File: src/rtl/ready_sync_pkg.sv
// Package: shared sizing for the ready synchronizer.
// Assumes wait counts are small (a few bits); the chain length follows.
package ready_sync_pkg;
    parameter int unsigned WAIT_CNT_W = 3;
    localparam int unsigned MAX_WAITS = (1 << WAIT_CNT_W) - 1;
    typedef logic [WAIT_CNT_W-1:0] wait_cnt_t;
endpackage

File: src/rtl/ws_shifter.sv
// Wait-state shifter: a zero walks one place per clock along a chain of
// MAX_WAITS registers while the select is low. The tap chosen by the count
// gives the hold signal. Assumes the select is already synchronous to clk.
module ws_shifter #(
    parameter int unsigned CNT_W = 3,
    localparam int unsigned CHAIN = (1 << CNT_W) - 1,
    localparam int unsigned TAPS  = 1 << CNT_W
) (
    input  logic             clk,
    input  logic             rst_n,
    input  logic             sel_n,
    input  logic [CNT_W-1:0] count,
    output logic             hold_a
);
    logic [CHAIN-1:0] walk_q;
    logic [TAPS-1:0]  tap_vec;

    // Chain: reload ones when idle, otherwise shift a zero in at bit 0.
    always_ff @(posedge clk) begin
        if (!rst_n)     walk_q <= '1;
        else if (sel_n) walk_q <= '1;
        else            walk_q <= {walk_q[CHAIN-2:0], 1'b0};
    end

    // Tap table: a count of zero maps to a constant "no hold".
    assign tap_vec[0] = 1'b0;
    generate
        for (genvar i = 1; i < TAPS; i++) begin : g_tap
            assign tap_vec[i] = walk_q[i-1];
        end
    endgenerate

    // Hold source A while selected and the zero has not reached the tap.
    assign hold_a = !sel_n && tap_vec[count];
endmodule

File: src/rtl/ready_combine.sv
// Ready combiner: qualifies each source by its active-low enable, applies
// the wait hold to source A only, and ORs the two results.
module ready_combine (
    input  logic rdy_a,
    input  logic en_a_n,
    input  logic hold_a,
    input  logic rdy_b,
    input  logic en_b_n,
    output logic merged
);
    logic qual_a, qual_b;

    // Qualification and merge.
    always_comb begin
        qual_a = rdy_a && !en_a_n && !hold_a;
        qual_b = rdy_b && !en_b_n;
        merged = qual_a || qual_b;
    end
endmodule

File: src/rtl/ready_stage.sv
// Ready retiming: an optional rising-edge stage, then a falling-edge output
// register, so the output only moves half a period before the rising-edge
// sample. Assumes rst_n is held at least across one falling edge.
module ready_stage (
    input  logic clk,
    input  logic rst_n,
    input  logic two_stage,
    input  logic merged,
    output logic ready
);
    logic first_q;
    logic pick;

    // First stage on the rising edge (used only in two-stage mode).
    always_ff @(posedge clk) begin
        if (!rst_n) first_q <= 1'b0;
        else        first_q <= merged;
    end

    // Stage-count select.
    always_comb pick = two_stage ? first_q : merged;

    // Output register on the falling edge.
    always_ff @(negedge clk) begin
        if (!rst_n) ready <= 1'b0;
        else        ready <= pick;
    end
endmodule

File: src/rtl/ready_sync_top.sv
// Top: wait-state shifter, source combiner and retiming stage.
// Assumes every input is synchronous to clk except where the two-stage
// option is chosen for a ready source that is not.
module ready_sync_top
    import ready_sync_pkg::*;
#(
    parameter int unsigned CNT_W = WAIT_CNT_W
) (
    input  logic             clk,
    input  logic             rst_n,
    input  logic             rdy_a,
    input  logic             en_a_n,
    input  logic             rdy_b,
    input  logic             en_b_n,
    input  logic             two_stage,
    input  logic             dev_sel_n,
    input  logic [CNT_W-1:0] wait_cnt,
    output logic             ready_out
);
    logic hold_a;
    logic merged;

    ws_shifter #(.CNT_W(CNT_W)) u_shift (
        .clk(clk), .rst_n(rst_n), .sel_n(dev_sel_n),
        .count(wait_cnt), .hold_a(hold_a)
    );

    ready_combine u_comb (
        .rdy_a(rdy_a), .en_a_n(en_a_n), .hold_a(hold_a),
        .rdy_b(rdy_b), .en_b_n(en_b_n), .merged(merged)
    );

    ready_stage u_stage (
        .clk(clk), .rst_n(rst_n), .two_stage(two_stage),
        .merged(merged), .ready(ready_out)
    );
endmodule

File: config.mk
export PLATFORM = sky130hd
export DESIGN_NAME = ready_sync_top
export DESIGN_NICKNAME = d
export VERILOG_FILES = /design/src/rtl/ready_sync_pkg.sv /design/src/rtl/ws_shifter.sv /design/src/rtl/ready_combine.sv /design/src/rtl/ready_stage.sv /design/src/rtl/ready_sync_top.sv
export SDC_FILE = /design/constraint.sdc
export NUM_CORES = 1
export LEC_CHECK = 0
export ABC_AREA = 0
export BUFFER_PORTS_ARGS = -buffer_cell sky130_fd_sc_hd__buf_4
export CORE_AREA = 2 2 39 41
export CTS_CLUSTER_SIZE = 16
export DETAILED_ROUTE_END_ITERATION = 10
export DIE_AREA = 0 0 41 43
export PLACE_DENSITY_LB_ADDON = 0.08
export REMOVE_ABC_BUFFERS = 1
export SYNTH_ARGS = -nofsm -noshare
export SYNTH_HDL_FRONTEND = slang
export SYNTH_SLANG_ARGS = --single-unit
File: constraint.sdc
create_clock -name clk -period 1.7 [get_ports clk]
set_clock_uncertainty 0.2 [all_clocks]
set_input_delay 0.085 -clock clk [delete_from_list [all_inputs] [get_ports clk]]
set_output_delay 0.085 -clock clk [all_outputs]
set_load 0.005 [all_outputs]
==> impl_metrics.env <==
export IMPL_fin_nets=67
export IMPL_cts_root_buf="clkbuf_4"
export IMPL_cts_tree="done"
export IMPL_std_cell_rows=14
export IMPL_worstPathArrival_ps=1440
export IMPL_core_area_mm2=0.001384
export IMPL_yosysTopAreaCell="dfxtp_1"
export IMPL_synth_seq_area_share_pct=48.65
export IMPL_drive_gt1_share_pct=38.18
export IMPL_fin_hold_ws_ps=18.25
export IMPL_max_vdd_ir_drop_uv=330.8
export IMPL_clock_sink_count=9
export IMPL_cts_setup_buffers=0
export IMPL_port_buffers=11
export IMPL_critPathKind="flip-flop to flip-flop"
export IMPL_reg2reg_depth=4
export IMPL_hpwl_um=576.9
export IMPL_holdCritStartpoint="dev_sel_n"
export IMPL_start_util_pct=26.76
export IMPL_max_cap_violations=0
export IMPL_synth_warnings=0
export IMPL_reg2reg_slack_ps=-560
export IMPL_min_path_cells=4
export IMPL_grt_pass1_wl_um=1255
export IMPL_synthToLayoutAreaGrowth_pct=46.96
export IMPL_power_leakage_nw=0.2352
export IMPL_antenna_cells=0
export IMPL_slowest_stage="dfxtp_2"
export IMPL_antenna_left=0
export IMPL_cp_top_family="compound AO/OA/AOI/OAI gates"
export IMPL_slew_violations=0
export IMPL_worst_slew_pin_slew_ps=441.8
export IMPL_required_ps=870
export IMPL_powerDensity_mw_per_mm2=809.9
export IMPL_globalRouteOverflowTotal=0
export IMPL_dieArea_mm2=0.001763
export IMPL_grt_pass1_vias=303
export IMPL_drt_iter0_markers=4
export IMPL_viasPerCell=4.549
export IMPL_cpPeakStageDelay_ps=320
export IMPL_netlist_instances=37
export IMPL_vias=323
export IMPL_io_pins=12
export IMPL_rsz0062_at_grt="yes"
export IMPL_drc_errors=0
export IMPL_busiest_layer="met2"
export IMPL_avgRoutedWirePerCell_um=10.68
export IMPL_startpoint_type="flip-flop"
export IMPL_min_path_type="primary input to flip-flop"
export IMPL_placed_cell_area_um2=480.5
export IMPL_place_congestion=0.7053
export IMPL_ys_types=16
export IMPL_grt_use_total_pct=10.99
export IMPL_routed_wl_um=758
export IMPL_worstSetupEndpointType="flip-flop"
export IMPL_slew_headroom_pct=70.49
export IMPL_synth_seq_cells=9
export IMPL_whs_endpoint="u_stage.first_q"
export IMPL_clkTransAtPathRegs_ps=60
export IMPL_drt_pass1_iterations=4
export IMPL_fin_ws_ps=-563.3
export IMPL_final_cell_mix="buf_4 (12), nand2b_1 (8), dfxtp_1 (8)"
export IMPL_cp_max_fo=2
export IMPL_final_common_cell="buf_4"
export IMPL_startpoint="u_shift.walk_q[2]"
export IMPL_crit_buf_inv=0
export IMPL_insertion_delay_ps=260
export IMPL_crit_path_cell_trace="mux2_4 > a221oi_4 > nor2_1 > a221oi_2"
export IMPL_synth_area_top_cells="dfxtp_1 (49%), nand2b_1 (14%), a221oi_2 (8.1%), mux2_4 (4.1%), nor2b_1 (3.4%)"
export IMPL_avgSynthCellArea_um2=10.01
export IMPL_netlist_area_leader_share_pct=48.65
export IMPL_timing_rr_start="u_shift.walk_q[2]"
export IMPL_filler_cell_count=144
export IMPL_htreeDepth=1
export IMPL_hold_viol=0
export IMPL_r2r_end="u_stage.ready"
export IMPL_grtUsageMet1_pct=13.36
export IMPL_antenna_found_initial=0
export IMPL_fin_util_pct=39.33
export IMPL_finalSetupViolCount=2
export IMPL_violations="negative setup slack"
export IMPL_final_area_um2=544.3
export IMPL_clockBufferDepth=2
export IMPL_met2_usage_pct=14.69
export IMPL_outcome="finished, violations left"
export IMPL_netlist_area_um2=370.4
export IMPL_numCtsBuffers=3
export IMPL_grt_max_degree=8
export IMPL_fp_dieW_um=41
export IMPL_use_met3_pct=4.712
export IMPL_die_h_um=43
## area by class of cell
cell class,instances,area (um2),share of cell area [%]
Clock inverter,2,7.507,1.379
Clock buffer,3,22.52,4.138
Sequential cell,9,181.4,33.33
Tap cell,16,20.02,3.678
Timing Repair Buffer,14,110.1,20.23
Inverter,2,7.507,1.379
Multi-Input combinational cell,25,195.2,35.86
## logic make-up (layout without fill, tap and decap cells)
family	Yosys count	in the layout	synth area share [%]
compound gates	4	4	10.81
buf+inv	3	21	3.040
flops	9	9	48.65
mux	3	3	9.796
simple gates	18	18	27.71
## synthesized netlist by cell type, drive strengths merged
| cell | instances |
|---|---|
| o21ai | 1 |
| a21oi | 1 |
| mux2 | 2 |
| nor3b | 1 |
| inv | 3 |
| and3 | 1 |
| a221oi | 2 |
| mux2i | 1 |
| nor2 | 2 |
| nor3 | 1 |
| dfxtp | 9 |
| nand2b | 8 |
| nor2b | 2 |
| nor4 | 1 |
| nand2 | 2 |
## worst min-delay path: stages
cell,delay [ps]
buf_4,80
nand2b_1,120
nor4_1,60
nor2_1,90
## worst max-delay path by stage
stage / depth (start not counted) / to / slack (ps)
final: 4 / u_stage.ready / -560
after global routing: 4 / u_stage.ready / -620
after CTS: 4 / u_stage.ready / -550
after detailed placement: 4 / u_stage.ready / -630
after global placement: 4 / u_stage.ready / -610
after floorplan: 4 / u_stage.ready / -570
## metrics by stage
step | worst slack (ps) | instances | total power [W] | setup TNS, ps
6_report | -563.3 | 71 | 0.0004408 | -724.6
4_1_cts | -554.2 | 71 | 0.0004462 | -724.8
3_5_place_dp | -625.2 | 65 | 0.0002836 | -625.2
2_1_floorplan | -570.0 | 37 | 0.0002515 | -570.0
5_1_grt | -624.1 | 71 | 0.0004749 | -835.6
3_3_place_gp | -613.8 | 65 | 0.0002828 | -613.8
## per-layer routing
metal / up-vias / share of wire [%] / routed length [um]
li1: 163 / - / -
met2: 6 / 51 / 385
met1: 152 / 44 / 334
met3: 2 / 4.2 / 32
met5: - / 0 / 0
met4: 0 / 0.66 / 5
## power breakdown
group          internal (W)  switching (W)  total (W)
clock             0.0000872      0.0000744   0.000162
combinational     0.0000359      0.0000237  0.0000597
sequential         0.000217     0.00000255   0.000220
## state kept, by name (all words and copies together), names as in the netlist
signal	cells
u_shift.walk_q	7
u_stage.first_q	1
u_stage.ready	1
## repair_timing
item,4_1_cts,5_1_grt
endpoints found under the setup margin,2,2
pin swaps,3,0
endpoints found under the hold margin,8,0
hold buffers,2,0
gates resized for setup,1,2
Note: power is estimated with default switching activity, not from simulation.
